$ cat src/rtl/irq_pkg.sv
`timescale 1ns/1ps
package irq_pkg;
    localparam int NUM_SRC = 14;
    localparam int SRC_W   = 4;
    localparam int N_EXT   = 5;
    localparam int N_STK   = 4;
    localparam int N_TMR   = 3;
    localparam int DATA_W  = 16;
    localparam int BASE_W  = DATA_W - SRC_W - 1;
    localparam int N_MASK  = NUM_SRC - 1;

    localparam int IX_NMI  = 0;
    localparam int IX_STK0 = 1;
    localparam int IX_EXT0 = IX_STK0 + N_STK;
    localparam int IX_TMR0 = IX_EXT0 + N_EXT;
    localparam int IX_SW   = IX_TMR0 + N_TMR;

    typedef enum logic [1:0] {
        RA_MASK = 2'd0,
        RA_CTL  = 2'd1,
        RA_VEC  = 2'd2,
        RA_NONE = 2'd3
    } reg_addr_e;

    typedef struct packed {
        logic [BASE_W-1:0] base;
        logic              en;
    } ctl_t;

    function automatic logic [DATA_W-1:0] make_vec(
        input logic [BASE_W-1:0] base, input logic [SRC_W-1:0] src);
        return {base, src, 1'b0};
    endfunction
endpackage

$ cat src/rtl/irq_sync.sv
`timescale 1ns/1ps
module irq_sync #(
    parameter int WIDTH  = 1,
    parameter int STAGES = 2
) (
    input  logic             clk,
    input  logic             rst,
    input  logic [WIDTH-1:0] din,
    output logic [WIDTH-1:0] dout
);
    logic [WIDTH-1:0] stg [STAGES];

    generate
        for (genvar s = 0; s < STAGES; s++) begin : g_stage
            if (s == 0) begin : g_first
                always_ff @(posedge clk) begin
                    if (rst) stg[s] <= '0;
                    else     stg[s] <= din;
                end
            end else begin : g_next
                always_ff @(posedge clk) begin
                    if (rst) stg[s] <= '0;
                    else     stg[s] <= stg[s-1];
                end
            end
        end
    endgenerate

    assign dout = stg[STAGES-1];
endmodule

$ cat src/rtl/irq_latch.sv
`timescale 1ns/1ps
module irq_latch #(
    parameter int WIDTH = 14
) (
    input  logic             clk,
    input  logic             rst,
    input  logic [WIDTH-1:0] set,
    input  logic [WIDTH-1:0] clr,
    output logic [WIDTH-1:0] pend_q
);
    always_ff @(posedge clk) begin
        if (rst) pend_q <= '0;
        else     pend_q <= set | (pend_q & ~clr);
    end

    // a pending bit not cleared stays set
    a_r7_sticky: assert property (@(posedge clk) disable iff (rst)
        1'b1 |=> (($past(pend_q & ~clr) & ~pend_q) == '0));
    // an event pulse always lands in the latch
    a_r7_set_lands: assert property (@(posedge clk) disable iff (rst)
        (set != '0) |=> (($past(set) & ~pend_q) == '0));
endmodule

$ cat src/rtl/irq_prio.sv
`timescale 1ns/1ps
module irq_prio #(
    parameter int N     = 14,
    parameter int IDX_W = 4
) (
    input  logic [N-1:0]     req,
    output logic [N-1:0]     grant,
    output logic [IDX_W-1:0] idx,
    output logic             any
);
    logic [N:0] seen;
    assign seen[0] = 1'b0;

    generate
        for (genvar i = 0; i < N; i++) begin : g_chain
            assign grant[i]  = req[i] & ~seen[i];
            assign seen[i+1] = seen[i] | req[i];
        end
    endgenerate

    assign any = seen[N];

    always_comb begin
        idx = '0;
        for (int i = 0; i < N; i++) begin
            if (grant[i]) idx = idx | IDX_W'(i);
        end
    end
endmodule

$ cat src/rtl/irq_regs.sv
`timescale 1ns/1ps
module irq_regs
    import irq_pkg::*;
(
    input  logic              clk,
    input  logic              rst,
    input  logic              wr,
    input  logic [1:0]        addr,
    input  logic [DATA_W-1:0] wdata,
    input  logic              sw_pend,
    input  logic              take_ok,
    input  logic [DATA_W-1:0] live_vec,
    output logic [N_MASK-1:0] mask_q,
    output ctl_t              ctl_q,
    output logic [DATA_W-1:0] vec_q,
    output logic              sw_set,
    output logic [DATA_W-1:0] rdata
);
    reg_addr_e sel;
    assign sel = reg_addr_e'(addr);

    assign sw_set = wr && (sel == RA_CTL) && wdata[1];

    always_ff @(posedge clk) begin
        if (rst) begin
            mask_q <= '0;
            ctl_q  <= '0;
            vec_q  <= '0;
        end else begin
            if (wr && sel == RA_MASK) mask_q <= wdata[N_MASK-1:0];
            if (wr && sel == RA_CTL) begin
                ctl_q.base <= wdata[DATA_W-1:DATA_W-BASE_W];
                ctl_q.en   <= wdata[0];
            end
            if (take_ok) vec_q <= live_vec;
        end
    end

    always_comb begin
        unique case (sel)
            RA_MASK: rdata = {{(DATA_W-N_MASK){1'b0}}, mask_q};
            RA_CTL:  rdata = {ctl_q.base, {(DATA_W-BASE_W-2){1'b0}}, sw_pend, ctl_q.en};
            RA_VEC:  rdata = vec_q;
            default: rdata = '0;
        endcase
    end
endmodule

$ cat src/rtl/prio_irq_ctrl.sv
`timescale 1ns/1ps
module prio_irq_ctrl
    import irq_pkg::*;
(
    input  logic              clk,
    input  logic              rst,
    input  logic              nmi_pin,
    input  logic [N_EXT-1:0]  ext_pin,
    input  logic              suppress_pin,
    input  logic [N_STK-1:0]  stk_fault,
    input  logic [N_TMR-1:0]  tmr_zero,
    input  logic              core_take,
    output logic              irq_req,
    output logic [DATA_W-1:0] irq_vec,
    output logic              irq_ack,
    input  logic              reg_wr,
    input  logic [1:0]        reg_addr,
    input  logic [DATA_W-1:0] reg_wdata,
    output logic [DATA_W-1:0] reg_rdata
);
    localparam int SYNC_W = N_EXT + 2;

    // synchronized pins: {suppress, ext, nmi}
    logic [SYNC_W-1:0] pin_s;
    logic              nmi_s, sup_s, nmi_prev, nmi_rise;
    logic [N_EXT-1:0]  ext_s;

    irq_sync #(.WIDTH(SYNC_W), .STAGES(2)) u_sync (
        .clk (clk), .rst (rst),
        .din ({suppress_pin, ext_pin, nmi_pin}),
        .dout(pin_s)
    );
    assign nmi_s = pin_s[0];
    assign ext_s = pin_s[N_EXT:1];
    assign sup_s = pin_s[SYNC_W-1];

    always_ff @(posedge clk) begin
        if (rst) nmi_prev <= 1'b0;
        else     nmi_prev <= nmi_s;
    end
    assign nmi_rise = nmi_s & ~nmi_prev;

    // latch set and clear vectors
    logic [NUM_SRC-1:0] lat_set, lat_clr, lat_q, pending, enable, eligible, grant;
    logic [SRC_W-1:0]   win_idx;
    logic               any, take_ok, sw_set, ack_q;
    logic [N_MASK-1:0]  mask_q;
    ctl_t               ctl_q;
    logic [DATA_W-1:0]  vec_q;

    always_comb begin
        lat_set = '0;
        lat_set[IX_NMI] = nmi_rise;
        lat_set[IX_STK0 +: N_STK] = stk_fault;
        lat_set[IX_TMR0 +: N_TMR] = tmr_zero;
        lat_set[IX_SW] = sw_set;
    end

    assign take_ok = core_take & irq_req;
    assign lat_clr = take_ok ? grant : '0;

    irq_latch #(.WIDTH(NUM_SRC)) u_latch (
        .clk(clk), .rst(rst), .set(lat_set), .clr(lat_clr), .pend_q(lat_q)
    );

    // external level sources join the latched ones
    always_comb begin
        pending = lat_q;
        pending[IX_EXT0 +: N_EXT] = ext_s;
    end

    assign enable   = {mask_q & {N_MASK{ctl_q.en & ~sup_s}}, 1'b1};
    assign eligible = pending & enable;

    irq_prio #(.N(NUM_SRC), .IDX_W(SRC_W)) u_prio (
        .req(eligible), .grant(grant), .idx(win_idx), .any(any)
    );

    assign irq_req = any;
    assign irq_vec = make_vec(ctl_q.base, win_idx);

    always_ff @(posedge clk) begin
        if (rst) ack_q <= 1'b0;
        else     ack_q <= take_ok;
    end
    assign irq_ack = ack_q;

    irq_regs u_regs (
        .clk(clk), .rst(rst), .wr(reg_wr), .addr(reg_addr), .wdata(reg_wdata),
        .sw_pend(lat_q[IX_SW]), .take_ok(take_ok), .live_vec(irq_vec),
        .mask_q(mask_q), .ctl_q(ctl_q), .vec_q(vec_q), .sw_set(sw_set),
        .rdata(reg_rdata)
    );

    // no acknowledge without a taken request
    a_r10_ack_needs_take: assert property (@(posedge clk) disable iff (rst)
        !(core_take && irq_req) |=> !irq_ack);
    // accepted vector captured on take
    a_r10_vec_capture: assert property (@(posedge clk) disable iff (rst)
        (core_take && irq_req) |=> (vec_q == $past(irq_vec)));
    // under suppress only source 0 can win
    a_r4_suppress: assert property (@(posedge clk) disable iff (rst)
        (sup_s && irq_req) |-> (win_idx == SRC_W'(IX_NMI)));
    // a maskable winner is enabled
    a_r3_mask_ok: assert property (@(posedge clk) disable iff (rst)
        (irq_req && win_idx != SRC_W'(IX_NMI)) |-> (ctl_q.en && mask_q[win_idx - SRC_W'(1)]));
    // taken NMI latch clears
    a_r6_nmi_clears: assert property (@(posedge clk) disable iff (rst)
        (core_take && irq_req && win_idx == SRC_W'(IX_NMI) && !nmi_rise) |=> !lat_q[IX_NMI]);
    // taken software source clears
    a_r8_sw_clears: assert property (@(posedge clk) disable iff (rst)
        (core_take && irq_req && win_idx == SRC_W'(IX_SW) && !sw_set) |=> !lat_q[IX_SW]);
endmodule

$ cat config.mk
export PLATFORM = sky130hd
export DESIGN_NAME = prio_irq_ctrl
export DESIGN_NICKNAME = d
export VERILOG_FILES = /design/src/rtl/irq_pkg.sv /design/src/rtl/irq_sync.sv /design/src/rtl/irq_latch.sv /design/src/rtl/irq_prio.sv /design/src/rtl/irq_regs.sv /design/src/rtl/prio_irq_ctrl.sv
export SDC_FILE = /design/constraint.sdc
export NUM_CORES = 1
export LEC_CHECK = 0
export BUFFER_PORTS_ARGS = -buffer_cell sky130_fd_sc_hd__buf_2
export CORE_MARGIN = 2
export CORE_UTILIZATION = 45
export DETAILED_ROUTE_END_ITERATION = 8
export PLACE_DENSITY = 0.69
export RECOVER_POWER = 50
export REMOVE_ABC_BUFFERS = 1
export SYNTH_ARGS = -nofsm -noshare
export SYNTH_HDL_FRONTEND = slang
export SYNTH_SLANG_ARGS = --single-unit
$ cat constraint.sdc
create_clock -name clk -period 2 [get_ports clk]
set_input_delay 0.5 -clock clk [delete_from_list [all_inputs] [get_ports clk]]
set_output_delay 0.5 -clock clk [all_outputs]
set_load 0.005 [all_outputs]
==> results.md <==
* Status: complete, but fails checks
* Failing checks: setup timing
* Crit path kind: register to output port
* Global-route wire length before repair at 12,400 um
* Netlist cell types at 36
* Startpoint types: register
* Slew of the pin with the lowest slew margin at 1.18 ns
* Hold Path Class: primary input to register
* Via count at 2,703
* EDFF count, synth at 0
* Maximum clock path buffer count at 2
* Final Non-Filler Cells at ~500
* Max_slew headroom at 21.2%
* Critical Path RT at 1.50 ns
* Sw Ratio at 24.3%
* CTS buffer count at 9
* Number of failing hold endpoints at the final stage at 0
* Crit path launch: u_latch.pend_q[3]
* Clock Latency Late Sink at 0.34 ns
* Register area share after synthesis at a little under half
* Die area at 7000 sq um
* Core ar. at 6240 sq um
* Total iterations of the first detailed-routing run at 4
* GRT overflow at 0
* Hold path cells at 2
* Top-count cell post-synth: nand2_1
* Pin count of the biggest net entering global routing at 28
* CTS tree: yes
* Clk sink count at 65
* Crit-path max FO at 3
* Share of the synthesized area in the top cell type at 45.6%
* P per Cell Area at 736 nW/um^2
* Min-delay src: suppress_pin
* Buffers on Ports at 68
* Ranking of synthesized cells by area: dfxtp_1 46%, nand2_1 10%, mux2i_1 8.4%, a21oi_1 6.3%, nor2b_1 4.2%
* Final min period at approximately 2.3 ns
* H-tree Lvls at 3
* Clock share of power at 39.4%
* Mapped Avg Cell Area at around 8.2 sq um
* Slew Viols, Final at 0
* Unrepaired setup endpoints after global routing: true
* Dpl hpwl at 5350 um
* Remaining DRCs at 0
* Ys async rst share at 0%
* Setup ws final at -0.282 ns
* Largest area contributor in the netlist: dfxtp_1
* Yosys warnings at 0
* Final worst path period share at 114%
* Endpoints failing setup at 5
* Logic pwr share at 9.8%
* GPL Wtd Cong at 0.901
* R2r worst-path depth at 8
* Number of diodes at 0
* Placed Cells at 492
* Sw Pwr at 658 uW
* Crit path capture type: output port
* Row count at 29
* Int Pwr at 2050 uW
* Hold Slack at 0.365 ns
* Crit-path slowest cell: a222oi_1
* WL final at 7430 um
* Sequential Power Share at between 50 and 60%
* Die width at 83.7 um
* Synthesized flop and latch total at between 60 and 70
* Syn Inst Count at 347
* Cell area after synthesis at 2860 sq um
* Number of global-route vias before repair at roughly 2,600
* Clock transition at path regs at 0.07 ns
* DR WL/cell at 14.5 um
* CP cell instances: a222oi_1, buf_4, nand2_4, nor3b_4, a21oi_2, nand2_1, buf_2
* R2R Setup Slk at ~0.070 ns
* Most used flip-flop cell after synthesis: dfxtp_1
* Share of layout cells above drive strength 1 at 29.1%
* Maxcap violations at 0
* Power, Total at 2710 uW
* Worst reg2reg path endpoint: u_regs.vec_q[3]
* Worst vdd ir at 0.000384 V
* Io pins at 70
* Clock Skews at ~0.0061 ns
* Min-Delay Endpoint: u_sync.stg[0][6]
* 1st-iter DRT viols at 133
* Antenna violations before repair at 0
* Layout net count at 467
* CP Data Arrival Time at 1.78 ns
* P&R area growth vs syn at 29.1%
* Root Buffer: clkbuf_8
* F_max at between 400 and 500 MHz
* Starting Density at a little under half
* All-Layer GR Usage at ~22%
* Reg2Reg Launch Point: u_latch.pend_q[3]
* Slowest stage delay, CP at 0.37 ns
* Pleak at 0.00154 uW
* Via density at approximately 5.3
* Final antenna-violating net count at 0
* DIE HEIGHT at 83.7 um
* Commonest cells post-synth: 78 x nand2_1, 65 x dfxtp_1, 36 x a21oi_1
layout by cell type, fill, tap and decap left out, types with 2 or more instances in the layout:
cell	instances
a211oi_1	4
a21oi_1	34
a21oi_2	2
a222oi_1	2
a22o_1	3
a22oi_1	4
a311oi_2	2
and2_1	2
buf_12	2
buf_2	61
buf_4	27
buf_6	3
clkbuf_1	11
clkbuf_8	13
dfxtp_1	62
dfxtp_2	3
inv_1	6
mux2i_1	24
nand2_1	75
nand2_2	2
nand2b_1	2
nand3_1	3
nand4_1	4
nand4b_1	2
nor2_1	28
nor2b_1	18
o21ai_0	12
o21ai_1	2
layer usage:
| layer | wire, um | GRT usage, % | vias to the layer above |
|---|---|---|---|
| met4 | 132 | 8.06 | 0 |
| met1 | 3320 | 27.1 | 1278 |
| met5 | 0 | 0 | - |
| li1 | - | - | 1345 |
| met2 | 3650 | 37.5 | 67 |
| met3 | 337 | 5.14 | 13 |
critical path: cells and delay by family, from the launching register on:
kind / cells / cell delay, ns
AO/OA/AOI/OAI: 2 / 0.45
AND/OR/NAND/NOR: 3 / 0.35
flip-flops: 1 / 0.33
buffers and inverters: 2 / 0.32
repair_timing:
item                       4_1_cts  5_1_grt
setup buffers                    8        0
pin swaps                        9       11
setup endpoints to repair        5       20
gates resized for setup         16       10
hold buffers                     0        0
worst max path at each step:
stage,slack (ns),endpoint,depth (start not counted)
detailed placement,-0.01,irq_vec[1],7
floorplan,-0.44,u_regs.vec_q[10],5
global route,-0.39,irq_vec[1],7
CTS,-0.31,irq_vec[1],7
global placement,0.03,irq_vec[1],6
finish,-0.28,irq_vec[1],7
cell families (layout without fill, tap and decap cells):
group           count (synthesis)  after routing  synth area share [%]
simple gates                  146            146                  22.9
buf+inv                        37            126                  6.97
mux                            24             24                  8.41
compound gates                 74             74                  16.0
flops                          65             65                  45.6
other cells                     1              1                 0.131
sequential cells by signal, indices dropped and copies added (netlist names):
signal / count
nmi_prev: 1
u_latch.pend_q: 9
u_regs.ctl_q: 12
irq_ack: 1
u_sync.stg: 14
u_regs.mask_q: 13
u_regs.vec_q: 15
layout make-up:
type / instances / area, sq um
clock buffers: 15 / 186
clock inverters: 1 / 7.51
fillers: 588 / 2550
inverters: 6 / 22.5
multi-input cells: 245 / 1430
flip-flops and latches: 65 / 1310
well taps: 77 / 96.3
repair buffers: 104 / 636
power by group through the flow:
stage	Sequential [uW]	Clock (uW)	Combinational (uW)
6_report	1380	1070	267
5_1_grt	1380	1150	295
4_1_cts	1370	1100	271
3_5_place_dp	1400	0	260
3_3_place_gp	1400	0	259
2_1_floorplan	1400	0	98.7
through the flow:
stage	utilization [%]	worst slack [ns]	cell area, sq um	setup TNS [ns]
final	59.1	-0.282	3690	-1.30
after detailed placement	54.6	-0.0147	3400	-0.0147
after CTS	59.6	-0.307	3720	-1.50
after global routing	59.1	-0.393	3690	-2.14
after global placement	54.6	0.0349	3400	0
after floorplan	-	-0.444	2680	-6.76
(Power assumes the default switching activity.)
